## config.mk

```make
export PLATFORM = sky130hd
export DESIGN_NAME = grp_irq_combiner
export DESIGN_NICKNAME = d
export VERILOG_FILES = /design/src/rtl/irq_comb_pkg.sv /design/src/rtl/irq_comb_bus_fsm.sv /design/src/rtl/irq_comb_bank.sv /design/src/rtl/irq_comb_group_out.sv /design/src/rtl/grp_irq_combiner.sv
export SDC_FILE = /design/constraint.sdc
export NUM_CORES = 1
export LEC_CHECK = 0
export CORE_MARGIN = 2
export CORE_UTILIZATION = 53
export CTS_BUF_LIST = sky130_fd_sc_hd__clkbuf_16
export DETAILED_ROUTE_END_ITERATION = 8
export GPL_TIMING_DRIVEN = 0
export PLACE_DENSITY = 0.85
export SLEW_MARGIN = 0
export SYNTH_ARGS = -nofsm -noshare
export SYNTH_HDL_FRONTEND = slang
export SYNTH_SLANG_ARGS = --single-unit
export TNS_END_PERCENT = 30
```

## constraint.sdc

```tcl
create_clock -name clk -period 1.4 [get_ports clk]
set_clock_uncertainty 0.1 [all_clocks]
set_input_delay 0.28 -clock clk [delete_from_list [all_inputs] [get_ports clk]]
set_output_delay 0.28 -clock clk [all_outputs]
set_load 0.05 [all_outputs]
```

## src/rtl/irq_comb_pkg.sv

```systemverilog
package irq_comb_pkg;
    localparam int LINES_PER_GROUP = 8;
    localparam int GROUPS_PER_BANK = 4;
    localparam int BANK_W          = LINES_PER_GROUP * GROUPS_PER_BANK;
    localparam int BANK_STRIDE_LG2 = 4;  // banks spaced 0x10 apart

    // register select taken from address bits [3:2]
    typedef enum logic [1:0] {
        REG_EN_SET = 2'd0,
        REG_EN_CLR = 2'd1,
        REG_RSVD   = 2'd2,
        REG_STATUS = 2'd3
    } reg_sel_e;

    typedef enum logic {
        BUS_IDLE    = 1'b0,
        BUS_RESPOND = 1'b1
    } bus_state_e;
endpackage

```

## src/rtl/irq_comb_bus_fsm.sv

```systemverilog
module irq_comb_bus_fsm
    import irq_comb_pkg::*;
#(
    parameter int ADDR_W    = 8,
    parameter int NUM_BANKS = 2,
    localparam int BIDX_W   = ADDR_W - BANK_STRIDE_LG2,
    localparam int FLAT_W   = NUM_BANKS * BANK_W
) (
    input  logic                 clk,
    input  logic                 rst_n,
    input  logic                 bus_sel,
    input  logic                 bus_wr,
    input  logic [ADDR_W-1:0]    bus_addr,
    input  logic [FLAT_W-1:0]    en_flat,
    input  logic [FLAT_W-1:0]    stat_flat,
    output logic [NUM_BANKS-1:0] set_we,
    output logic [NUM_BANKS-1:0] clr_we,
    output logic [BANK_W-1:0]    bus_rdata,
    output logic                 bus_rvalid
);
    bus_state_e         state_q, state_d;
    logic [BIDX_W-1:0]  bank_idx;
    reg_sel_e           reg_sel;
    logic               rd_accept;
    logic [BANK_W-1:0]  rd_value;
    logic [BANK_W-1:0]  rdata_q;
    logic [1:0]         unused_addr_lsb;

    assign bank_idx        = bus_addr[ADDR_W-1:BANK_STRIDE_LG2];
    assign reg_sel         = reg_sel_e'(bus_addr[3:2]);
    assign unused_addr_lsb = bus_addr[1:0];
    assign rd_accept       = bus_sel && !bus_wr;

    // per-bank write strobes and read mux; unmatched banks give zero
    always_comb begin
        rd_value = '0;
        set_we   = '0;
        clr_we   = '0;
        for (int b = 0; b < NUM_BANKS; b++) begin
            if (bank_idx == BIDX_W'(b)) begin
                set_we[b] = bus_sel && bus_wr && (reg_sel == REG_EN_SET);
                clr_we[b] = bus_sel && bus_wr && (reg_sel == REG_EN_CLR);
                unique case (reg_sel)
                    REG_EN_SET,
                    REG_EN_CLR: rd_value = en_flat[b*BANK_W +: BANK_W];
                    REG_STATUS: rd_value = stat_flat[b*BANK_W +: BANK_W];
                    REG_RSVD:   rd_value = '0;
                endcase
            end
        end
    end

    // next state
    always_comb begin
        state_d = state_q;
        unique case (state_q)
            BUS_IDLE:    if (rd_accept) state_d = BUS_RESPOND;
            BUS_RESPOND: state_d = rd_accept ? BUS_RESPOND : BUS_IDLE;
        endcase
    end

    // state register
    always_ff @(posedge clk or negedge rst_n) begin
        if (!rst_n) state_q <= BUS_IDLE;
        else        state_q <= state_d;
    end

    // outputs
    always_ff @(posedge clk or negedge rst_n) begin
        if (!rst_n)         rdata_q <= '0;
        else if (rd_accept) rdata_q <= rd_value;
    end

    assign bus_rdata  = rdata_q;
    assign bus_rvalid = (state_q == BUS_RESPOND);
endmodule

```

## src/rtl/irq_comb_bank.sv

```systemverilog
module irq_comb_bank
    import irq_comb_pkg::*;
(
    input  logic              clk,
    input  logic              rst_n,
    input  logic              set_we,
    input  logic              clr_we,
    input  logic [BANK_W-1:0] wdata,
    input  logic [BANK_W-1:0] src,
    output logic [BANK_W-1:0] en,
    output logic [BANK_W-1:0] status
);
    logic [BANK_W-1:0] en_q;
    logic [BANK_W-1:0] set_mask;
    logic [BANK_W-1:0] clr_mask;

    assign set_mask = set_we ? wdata : '0;
    assign clr_mask = clr_we ? wdata : '0;

    always_ff @(posedge clk or negedge rst_n) begin
        if (!rst_n) en_q <= '0;
        else        en_q <= (en_q | set_mask) & ~clr_mask;
    end

    assign en     = en_q;
    assign status = src & en_q;
endmodule

```

## src/rtl/irq_comb_group_out.sv

```systemverilog
module irq_comb_group_out
    import irq_comb_pkg::*;
#(
    parameter int NUM_GROUPS = 8
) (
    input  logic                                  clk,
    input  logic                                  rst_n,
    input  logic [NUM_GROUPS*LINES_PER_GROUP-1:0] status_flat,
    output logic [NUM_GROUPS-1:0]                 irq
);
    for (genvar g = 0; g < NUM_GROUPS; g++) begin : g_grp
        always_ff @(posedge clk or negedge rst_n) begin
            if (!rst_n) irq[g] <= 1'b0;
            else        irq[g] <= |status_flat[g*LINES_PER_GROUP +: LINES_PER_GROUP];
        end
    end
endmodule

```

## src/rtl/grp_irq_combiner.sv

```systemverilog
module grp_irq_combiner
    import irq_comb_pkg::*;
#(
    parameter int NUM_GROUPS = 8,   // must be a multiple of GROUPS_PER_BANK
    parameter int ADDR_W     = 8
) (
    input  logic                                  clk,
    input  logic                                  rst_n,
    input  logic [NUM_GROUPS*LINES_PER_GROUP-1:0] src_lines,
    input  logic                                  bus_sel,
    input  logic                                  bus_wr,
    input  logic [ADDR_W-1:0]                     bus_addr,
    input  logic [BANK_W-1:0]                     bus_wdata,
    output logic [BANK_W-1:0]                     bus_rdata,
    output logic                                  bus_rvalid,
    output logic [NUM_GROUPS-1:0]                 irq_out
);
    localparam int NUM_BANKS = NUM_GROUPS / GROUPS_PER_BANK;
    localparam int FLAT_W    = NUM_BANKS * BANK_W;

    logic [NUM_BANKS-1:0] set_we;
    logic [NUM_BANKS-1:0] clr_we;
    logic [FLAT_W-1:0]    en_flat;
    logic [FLAT_W-1:0]    stat_flat;

    irq_comb_bus_fsm #(
        .ADDR_W    (ADDR_W),
        .NUM_BANKS (NUM_BANKS)
    ) u_bus (
        .clk        (clk),
        .rst_n      (rst_n),
        .bus_sel    (bus_sel),
        .bus_wr     (bus_wr),
        .bus_addr   (bus_addr),
        .en_flat    (en_flat),
        .stat_flat  (stat_flat),
        .set_we     (set_we),
        .clr_we     (clr_we),
        .bus_rdata  (bus_rdata),
        .bus_rvalid (bus_rvalid)
    );

    for (genvar b = 0; b < NUM_BANKS; b++) begin : g_bank
        irq_comb_bank u_bank (
            .clk    (clk),
            .rst_n  (rst_n),
            .set_we (set_we[b]),
            .clr_we (clr_we[b]),
            .wdata  (bus_wdata),
            .src    (src_lines[b*BANK_W +: BANK_W]),
            .en     (en_flat[b*BANK_W +: BANK_W]),
            .status (stat_flat[b*BANK_W +: BANK_W])
        );
    end

    irq_comb_group_out #(
        .NUM_GROUPS (NUM_GROUPS)
    ) u_out (
        .clk         (clk),
        .rst_n       (rst_n),
        .status_flat (stat_flat),
        .irq         (irq_out)
    );
endmodule

```

==> results of run 1 <==
==> power by group through the flow <==
stage	clock network, mW	registers [mW]	logic (mW)
finish	2.69	3.52	1.90
global placement	0	3.55	1.84
CTS	2.67	3.51	1.90
detailed placement	0	3.56	1.90
floorplan	0	3.95	0.606
global route	2.83	3.55	2.01
==> area by class of cell <==
cell class	instances	area, um^2	area share [%]
Multi-Input combinational cell	364	2630	33.7
Clock inverter	7	86.3	1.11
Timing Repair Buffer	153	1380	17.7
Buffer	48	445	5.71
Inverter	63	236	3.03
Clock buffer	9	225	2.89
Sequential cell	105	2630	33.7
Tap cell	136	170	2.18
==> per-layer routing <==
layer | global-route usage (%) | up-vias | share of wire, %
li1 | - | 2390 | -
met1 | 43.1 | 2683 | 39
met2 | 53.3 | 349 | 48
met3 | 5.90 | 63 | 9.9
met4 | 13.6 | 2 | 3.1
met5 | 0 | - | 0.070
==> worst paths after layout <==
kind,end,cells after the start,slack (ns)
max in group asynchronous,u_bus.bus_rdata[9]$_DFFE_PN0P_,2,0.54
worst min register to register,u_out.irq[3]$_DFF_PN0_,2,0.44
min in group clk,g_bank[0].u_bank.en[2]$_DFF_PN0_,5,0.42
worst max-delay path,bus_rdata[23],1,-0.05
worst max register to register,u_out.irq[5]$_DFF_PN0_,2,0.35
worst min-delay path,u_bus.bus_rdata[28]$_DFFE_PN0P_,1,-0.07
==> sequential cells by signal (all words and copies together) (netlist names) <==
register / flops
g_bank.u_bank.en: 64
u_bus.bus_rdata: 32
u_out.irq: 8
u_bus.bus_rvalid: 1
==> stage by stage <==
stage	setup TNS [ns]	setup slack (ns)	util (%)	total power [mW]
global route	-0.407	-0.0695	75.6	8.39
finish	-0.217	-0.0473	75.6	8.11
detailed placement	-81.85	-0.990	70.6	5.46
CTS	-1.62	-0.0639	76.2	8.07
floorplan	-0.656	-0.0109	-	4.55
global placement	-496.84	-4.00	70.5	5.40
==> cell families (layout without fill, tap and decap cells) <==
group                  after synthesis  count (layout)  share of synthesized area, %
and+or+nand+nor                    171             171                          15.1
DFF                                105             105                          46.6
buffers and inverters              111             280                          7.62
muxes                               63              63                          11.2
AOI/OAI and AO/OA                  130             130                          19.5
==> what timing repair did <==
| action | in CTS | in global routing |
|---|---|---|
| endpoints found under the hold margin | 62 | 0 |
| pin swaps | 4 | 5 |
| gates resized for setup | 230 | 83 |
| endpoints found under the setup margin | 138 | 132 |
| cloned | 1 | 0 |
| buffers inserted | 5 | 1 |
==> placed cells by master, fill, tap and decap left out <==
master,n
a21bo_2,64
a22oi_1,32
a31oi_1,33
a41oi_1,1
and3b_2,1
buf_12,2
buf_2,28
buf_4,8
buf_6,10
buf_8,5
bufinv_16,1
clkbuf_1,2
clkbuf_16,10
clkbuf_2,17
clkbuf_4,13
clkbuf_8,6
clkdlybuf4s15_2,8
clkdlybuf4s50_1,96
clkinv_4,2
clkinvlp_4,1
dfrtp_1,105
dlygate4sd2_1,4
dlymetal6s2s_1,1
inv_1,63
inv_6,1
inv_8,2
mux2i_1,63
nand3_1,120
nand3_2,7
nand4_1,8
nor2_1,32
nor2b_2,1
nor4_4,1
nor4b_4,1
==> flow_metrics.env, run 1 <==
export IMPL_pwr_share_comb_pct=23.4
export IMPL_crit_chain="clkdlybuf4s15_2"
export IMPL_min_period_over_period_pct=103
export IMPL_placed_cells=862
export IMPL_cts_tree="yes"
export IMPL_place_congestion=0.967
export IMPL_synth_async_reset_ratio_pct=100
export IMPL_critPathKind="flip-flop to primary output"
export IMPL_crit_path_top_delay_cell="clkdlybuf4s15_2"
export IMPL_rows=37
export IMPL_worstSkewPairLatency_ns=0.35
export IMPL_setup_slack_ns=-0.0473
export IMPL_num_antenna_cells=0
export IMPL_core_area_um2=10300
export IMPL_die_w_um=107
export IMPL_num_vias=5487
export IMPL_crit_buf_inv=1
export IMPL_leakage_nw=3.90
export IMPL_syn_avg_cell_area_um2=9.71
export IMPL_drc=0
export IMPL_grt_pass1_wl_um=28900
export IMPL_drive_above_1_share_pct=25.2
export IMPL_final_area_um2=7800
export IMPL_grt_pass1_vias=5640
export IMPL_slowest_delay_ns=0.37
export IMPL_outcome="finished, violations left"
export IMPL_critPathCaptureType="primary output"
export IMPL_ioPinCount=149
export IMPL_layoutNonFillerInstCount=885
export IMPL_clk_pin_slew_ns=0.08
export IMPL_die_area_um2=11500
export IMPL_syn_inst=580
export IMPL_intPower_mw=5.51
export IMPL_hold_viol=62
export IMPL_wire_per_inst_um=20.9
export IMPL_slew_viol_final=0
export IMPL_layout_min_cycle_time_ns=1.45
export IMPL_numPortBuffers=145
export IMPL_cts_sinks=105
export IMPL_overflow=0
export IMPL_ys_warn_count=0
export IMPL_violations="hold timing, setup timing"
export IMPL_numCtsBuffers=9
export IMPL_ys_top_cells_by_count="nand3_1, dfrtp_1, a21bo_2"
export IMPL_power_density_nw_per_um2=1040
export IMPL_initial_core_util_pct=54.6
export IMPL_hold_ws_ns=-0.0654
export IMPL_power_frac_seq_pct=43.4
export IMPL_maxCapViolCount=0
export IMPL_worst_path_max_fanout=2
export IMPL_antenna_found_initial=1
export IMPL_synth_edf_count=0
export IMPL_p_sw_share_pct=32.1
export IMPL_synth_area_um2=5630
export IMPL_chipHeight_um=107
export IMPL_totalWireLength_um=18500
export IMPL_arrival_ns=1.07
export IMPL_start_kind="flip-flop"
export IMPL_drtPass1Iterations=5
export IMPL_grt_max_degree=64
export IMPL_rsz0062_at_grt="true"
export IMPL_timing_rr_start="g_bank[1].u_bank.en[10]$_DFF_PN0_"
export IMPL_p_switching_mw=2.60
export IMPL_holdCritPathClass="primary input to asynchronous set/reset pin"
export IMPL_root_buffer="clkbuf_16"
export IMPL_drt_initial_drc_count=475
export IMPL_fmax_ghz=0.691
export IMPL_viasPerCell=6.20
export IMPL_htree_levels=3
export IMPL_finalSetupViolations=9
export IMPL_fill_cells=669
export IMPL_ant_nets=0
export IMPL_crit_family="buffers and inverters"
export IMPL_synth_largest_area_cell="dfrtp_1"
export IMPL_hpwl_um=12600
export IMPL_yosysSeqAreaShare_pct=46.6
export IMPL_power_frac_clock_pct=33.2
export IMPL_ys_types=17
export IMPL_area_delta_synth_final_pct=38.5
export IMPL_fin_nets=852
export IMPL_grt_total_usage_pct=32.7
export IMPL_cp_required_ns=1.02
export IMPL_clockBufferDepth=2
export IMPL_slew_headroom_pct=44.5
export IMPL_startpoint="u_bus.bus_rdata[23]$_DFFE_PN0P_"
export IMPL_tightest_slew_ns=0.832
export IMPL_ir_drop_uv=645
export IMPL_ys_flop_type="dfrtp_1"
export IMPL_synth_seq_cells=105
export IMPL_synth_area_top_cells="dfrtp_1, a21bo_2, nand3_1"
export IMPL_synth_top_area_share_pct=46.6
export IMPL_yosysMostFrequentCell="nand3_1"
export IMPL_syn_nets=688
export IMPL_dpl_cell_area_um2=7290
Note: power is estimated with default switching activity, not from simulation.
==> inputs of run 2 (changes only) <==
--- a/config.mk
+++ b/config.mk
@@ -10,7 +10,7 @@
 export CTS_BUF_LIST = sky130_fd_sc_hd__clkbuf_16
 export DETAILED_ROUTE_END_ITERATION = 8
 export GPL_TIMING_DRIVEN = 0
-export PLACE_DENSITY = 0.85
+export PLACE_DENSITY = 0.87
 export SLEW_MARGIN = 0
 export SYNTH_ARGS = -nofsm -noshare
 export SYNTH_HDL_FRONTEND = slang
==> flow_metrics.env, run 2 (synthesized netlist as in run 1, its figures left out) <==
export IMPL_cp_required_ns=1.02
export IMPL_layoutNonFillerInstCount=887
export IMPL_crit_path_end="bus_rdata[5]"
export IMPL_rows=37
export IMPL_slew_viol_final=0
export IMPL_final_seq_area_um2=2630
export IMPL_timing_rr_start="g_bank[1].u_bank.en[10]$_DFF_PN0_"
export IMPL_fin_nets=854
export IMPL_numPortBuffers=145
export IMPL_root_buffer="clkbuf_16"
export IMPL_grt_total_usage_pct=35.1
export IMPL_outcome="finished, violations left"
export IMPL_violations="setup timing"
export IMPL_dpl_cell_area_um2=7300
export IMPL_reg2reg_depth=2
export IMPL_drive_above_1_share_pct=25.7
export IMPL_grt_pass1_vias=5959
export IMPL_grt_pass1_wl_um=30900
export IMPL_arrival_ns=1.08
export IMPL_maxCapViolCount=0
export IMPL_leakage_nw=3.93
export IMPL_wire_per_inst_um=22.1
export IMPL_crit_path_top_delay_cell="clkdlybuf4s15_2"
export IMPL_tightest_slew_ns=0.522
export IMPL_drt_initial_drc_count=632
export IMPL_die_area_um2=11500
export IMPL_crit_chain="clkdlybuf4s15_2"
export IMPL_num_antenna_cells=0
export IMPL_r2r_setup_slack_ns=0.30
export IMPL_clk_pin_slew_ns=0.08
export IMPL_grt_max_degree=66
export IMPL_htree_levels=3
export IMPL_critPathCaptureType="primary output"
export IMPL_numCtsBuffers=9
export IMPL_setup_slack_ns=-0.0562
export IMPL_worstSkewPairLatency_ns=0.35
export IMPL_fmax_ghz=0.687
export IMPL_viasPerCell=6.40
export IMPL_cts_tree="yes"
export IMPL_ir_drop_uv=616
export IMPL_cts_sinks=105
export IMPL_overflow=0
export IMPL_startpoint="u_bus.bus_rdata[5]$_DFFE_PN0P_"
export IMPL_fill_cells=632
export IMPL_drtPass1Iterations=5
export IMPL_holdCritPathClass="primary input to asynchronous set/reset pin"
export IMPL_r2r_end="u_out.irq[5]$_DFF_PN0_"
export IMPL_drc=0
export IMPL_initial_core_util_pct=54.6
export IMPL_ant_nets=0
export IMPL_ioPinCount=149
export IMPL_placed_cells=862
export IMPL_slew_headroom_pct=65.2
export IMPL_area_delta_synth_final_pct=40.3
export IMPL_largest_reg_flops=64
export IMPL_clockBufferDepth=2
export IMPL_rsz0062_at_grt="true"
export IMPL_layout_min_cycle_time_ns=1.46
export IMPL_finalSetupViolations=15
export IMPL_num_vias=5678
export IMPL_final_cell_mix="nand3_1, dfrtp_1, clkdlybuf4s50_1"
export IMPL_antenna_found_initial=0
export IMPL_min_period_over_period_pct=104
export IMPL_final_common_cell="nand3_1"
export IMPL_die_w_um=107
export IMPL_final_area_um2=7900
export IMPL_crit_buf_inv=1
export IMPL_worst_path_stages=1
export IMPL_hpwl_um=12800
export IMPL_slowest_delay_ns=0.38
export IMPL_place_congestion=0.961
export IMPL_core_area_um2=10300
export IMPL_worst_path_max_fanout=2
export IMPL_crit_family="buffers and inverters"
export IMPL_chipHeight_um=107
export IMPL_pre_cts_ws_ns=-0.916
export IMPL_critPathKind="flip-flop to primary output"
export IMPL_totalWireLength_um=19600
export IMPL_hold_viol=0
export IMPL_power_density_nw_per_um2=1020
export IMPL_start_kind="flip-flop"
export IMPL_multi_input_area_um2=2630
-- run 2: changes by cell type in the layout (fill, tap and decap cells not counted), sizes merged --
cell           change
buf               -10
clkdlybuf4s15      +7
clkinv             +1
clkbuf             +7
dlygate4sd2        -2
inv                -1
dlymetal6s2s       -1
dlygate4sd3        +1
-- run 2: final cells by class --
class | instances | area share (%)
multi-input cells | 364 | 33.3
clock inverters | 7 | 0.982
well taps | 136 | 2.15
clock buffers | 9 | 2.85
repair buffers | 155 | 18.4
inverters | 63 | 2.99
flip-flops and latches | 105 | 33.2
plain buffers | 48 | 6.03
-- run 2: stage by stage --
stage | TNS, ns | hold WS, ns | util (%) | power [mW]
3_5_place_dp | -85.09 | 0.208 | 70.7 | 5.46
6_report | -0.420 | 0.329 | 76.5 | 8.10
2_1_floorplan | -0.656 | -0.116 | - | 4.55
5_1_grt | -0.804 | 0.361 | 76.5 | 8.35
3_3_place_gp | -500.65 | 0.417 | 70.5 | 5.39
4_1_cts | -1.37 | 0.386 | 77.6 | 8.05
-- run 2: per-layer routing --
layer / vias up / share of wire (%) / track usage, %
met5: - / 0 / 0
met4: 0 / 4.0 / 17.2
met3: 86 / 11 / 6.08
met2: 463 / 48 / 56.6
met1: 2738 / 37 / 45.8
li1: 2391 / - / -
-- run 2: worst min-delay path by stage --
stage / slack [ns] / to
2_1_floorplan: -0.12 / g_bank[0].u_bank.en[0]$_DFF_PN0_
3_3_place_gp: 0.42 / u_out.irq[2]$_DFF_PN0_
3_5_place_dp: 0.21 / u_bus.bus_rdata[24]$_DFFE_PN0P_
4_1_cts: 0.39 / u_bus.bus_rdata[24]$_DFFE_PN0P_
5_1_grt: 0.36 / u_bus.bus_rdata[24]$_DFFE_PN0P_
6_report: 0.33 / u_bus.bus_rdata[24]$_DFFE_PN0P_
-- run 2: power breakdown --
part / switching, mW / internal [mW]
combinational: 1.15 / 0.803
clock: 1.22 / 1.41
sequential: 0.215 / 3.31
-- run 2: timing repair --
item | CTS | global route
cloned | 5 | 0
gates resized for setup | 242 | 62
pin swaps | 4 | 3
setup endpoints to repair | 138 | 192
setup buffers | 3 | 0
hold buffers | 1 | 0
endpoints found under the hold margin | 40 | 0
==> inputs of run 3 (changes only) <==
==> constraint.sdc (replaced) <==
create_clock -name clk -period 1.4 [get_ports clk]
set_clock_uncertainty 0.1 [all_clocks]
set_input_delay 0.14 -clock clk [delete_from_list [all_inputs] [get_ports clk]]
set_output_delay 0.14 -clock clk [all_outputs]
set_load 0.05 [all_outputs]
==> flow_metrics.env, run 3 (synthesized netlist as in run 1, its figures left out) <==
export IMPL_rows=37
export IMPL_critPathCaptureType="flip-flop"
export IMPL_grt_util_met2_pct=52.1
export IMPL_hold_viol=0
export IMPL_crit_family="buffers and inverters"
export IMPL_initial_core_util_pct=54.6
export IMPL_timing_rr_start="g_bank[0].u_bank.en[2]$_DFF_PN0_"
export IMPL_place_congestion=0.975
export IMPL_slew_viol_final=0
export IMPL_numPortBuffers=145
export IMPL_arrival_ns=1.49
export IMPL_drc=0
export IMPL_r2r_end="u_out.irq[0]$_DFF_PN0_"
export IMPL_power_density_nw_per_um2=1010
export IMPL_ant_nets=0
export IMPL_crit_buf_inv=3
export IMPL_numCtsBuffers=9
export IMPL_die_area_um2=11500
export IMPL_finalSetupViolations=0
export IMPL_num_vias=5441
export IMPL_grt_pass1_vias=5655
export IMPL_r2r_setup_slack_ns=0.35
export IMPL_min_period_over_period_pct=98.9
export IMPL_hold_ws_ns=0.254
export IMPL_outcome="finished, final reports clean"
export IMPL_cts_sinks=105
export IMPL_tightest_slew_ns=0.657
export IMPL_holdCritPathClass="primary input to asynchronous set/reset pin"
export IMPL_viasPerCell=6.17
export IMPL_die_w_um=107
export IMPL_reg2reg_depth=2
export IMPL_maxCapViolCount=0
export IMPL_cp_required_ns=1.51
export IMPL_overflow=0
export IMPL_clk_pin_slew_ns=0.08
export IMPL_chipHeight_um=107
export IMPL_drive_above_1_share_pct=22.8
export IMPL_slew_headroom_pct=56.2
export IMPL_top_usage_layer="met2"
export IMPL_crit_chain="clkbuf_1 -> clkbuf_1 -> clkbuf_1 -> mux2i_1"
export IMPL_crit_path_frequent_cell="clkbuf_1"
export IMPL_leakage_nw=3.84
export IMPL_grt_total_usage_pct=32.0
export IMPL_largest_reg_flops=64
export IMPL_worstSkewPairLatency_ns=0.35
export IMPL_final_common_cell="nand3_1"
export IMPL_worst_path_stages=4
export IMPL_wire_per_inst_um=20.2
export IMPL_met3_usage_pct=5.65
export IMPL_grt_pass1_wl_um=28600
export IMPL_layoutNonFillerInstCount=882
export IMPL_rsz0062_at_grt="true"
export IMPL_totalWireLength_um=17800
export IMPL_htree_levels=3
export IMPL_cts_tree="yes"
export IMPL_ioPinCount=149
export IMPL_hpwl_um=12700
export IMPL_start_kind="primary input"
export IMPL_antenna_found_initial=1
export IMPL_final_cell_mix="nand3_1, dfrtp_1, clkdlybuf4s50_1"
export IMPL_fill_cells=710
export IMPL_clockBufferDepth=2
export IMPL_critPathKind="primary input to flip-flop"
export IMPL_core_area_um2=10300
export IMPL_fmax_ghz=0.722
export IMPL_slowest_delay_ns=0.42
export IMPL_crit_path_top_delay_cell="clkbuf_1"
export IMPL_area_delta_synth_final_pct=38.3
export IMPL_drt_initial_drc_count=503
export IMPL_use_met1_pct=42.8
export IMPL_placed_cells=862
export IMPL_root_buffer="clkbuf_16"
export IMPL_layout_min_cycle_time_ns=1.38
export IMPL_grt_max_degree=58
export IMPL_drtPass1Iterations=5
export IMPL_worst_path_max_fanout=10
export IMPL_ir_drop_uv=709
export IMPL_fin_nets=849
[run 3: cell count changes in the layout (fill, tap and decap cells not counted), sizes merged]
cell	change
buf	-21
bufinv	-1
clkbuf	-13
clkdlybuf4s15	+24
clkdlybuf4s50	+3
clkinvlp	-1
diode	+1
dlygate4sd2	+2
inv	+1
[run 3: cell type report]
cell class	count	area (um^2)	area share, %
flip-flops and latches	105	2630	33.7
multi-input cells	364	2600	33.3
repair buffers	150	1540	19.8
plain buffers	48	335	4.30
inverters	63	236	3.04
clock buffers	9	225	2.89
well taps	136	170	2.18
clock inverters	6	52.6	0.675
diodes	1	2.50	0.0321
[run 3: worst max path at each step]
| stage | startpoint | to | slack (ns) |
|---|---|---|---|
| final | bus_addr[2] | g_bank[0].u_bank.en[24]$_DFF_PN0_ | 0.02 |
| after detailed placement | bus_addr[5] | u_bus.bus_rdata[1]$_DFFE_PN0P_ | -0.94 |
| after CTS | u_bus.bus_rdata[14]$_DFFE_PN0P_ | bus_rdata[14] | -0.08 |
| after global placement | rst_n | u_bus.bus_rdata[5]$_DFFE_PN0P_ | -3.82 |
| after global routing | bus_addr[2] | g_bank[0].u_bank.en[25]$_DFF_PN0_ | -0.07 |
| after floorplan | bus_addr[5] | g_bank[1].u_bank.en[10]$_DFF_PN0_ | 0.07 |
[run 3: per-layer routing]
metal / vias to the layer above / wire (um)
li1: 2377 / -
met2: 384 / 8450
met5: - / 0
met4: 0 / 553
met3: 66 / 1900
met1: 2614 / 6870
[run 3: what timing repair did]
action,4_1_cts,5_1_grt
cloned,1,0
setup endpoints to repair,138,80
hold endpoints to repair,48,0
buffers inserted,2,0
hold buffers,1,0
gates resized for setup,180,34
pin swaps,2,0
[run 3: report_power, final]
part,total [mW],switching [mW],internal [mW]
clock network,2.42,1.19,1.23
logic,1.93,1.11,0.816
registers,3.52,0.211,3.31
[run 3: per-stage QoR]
stage | TNS [ns] | cell area, um^2 | utilization, % | setup WS (ns) | power (mW)
floorplan | 0 | 5630 | - | 0.0684 | 4.55
global placement | -470.76 | 7260 | 70.3 | -3.82 | 5.39
detailed placement | -71.71 | 7280 | 70.5 | -0.937 | 5.46
CTS | -0.0774 | 7770 | 75.2 | -0.0774 | 7.84
global route | -0.983 | 7790 | 75.4 | -0.0713 | 8.17
finish | 0 | 7790 | 75.5 | 0.0157 | 7.87
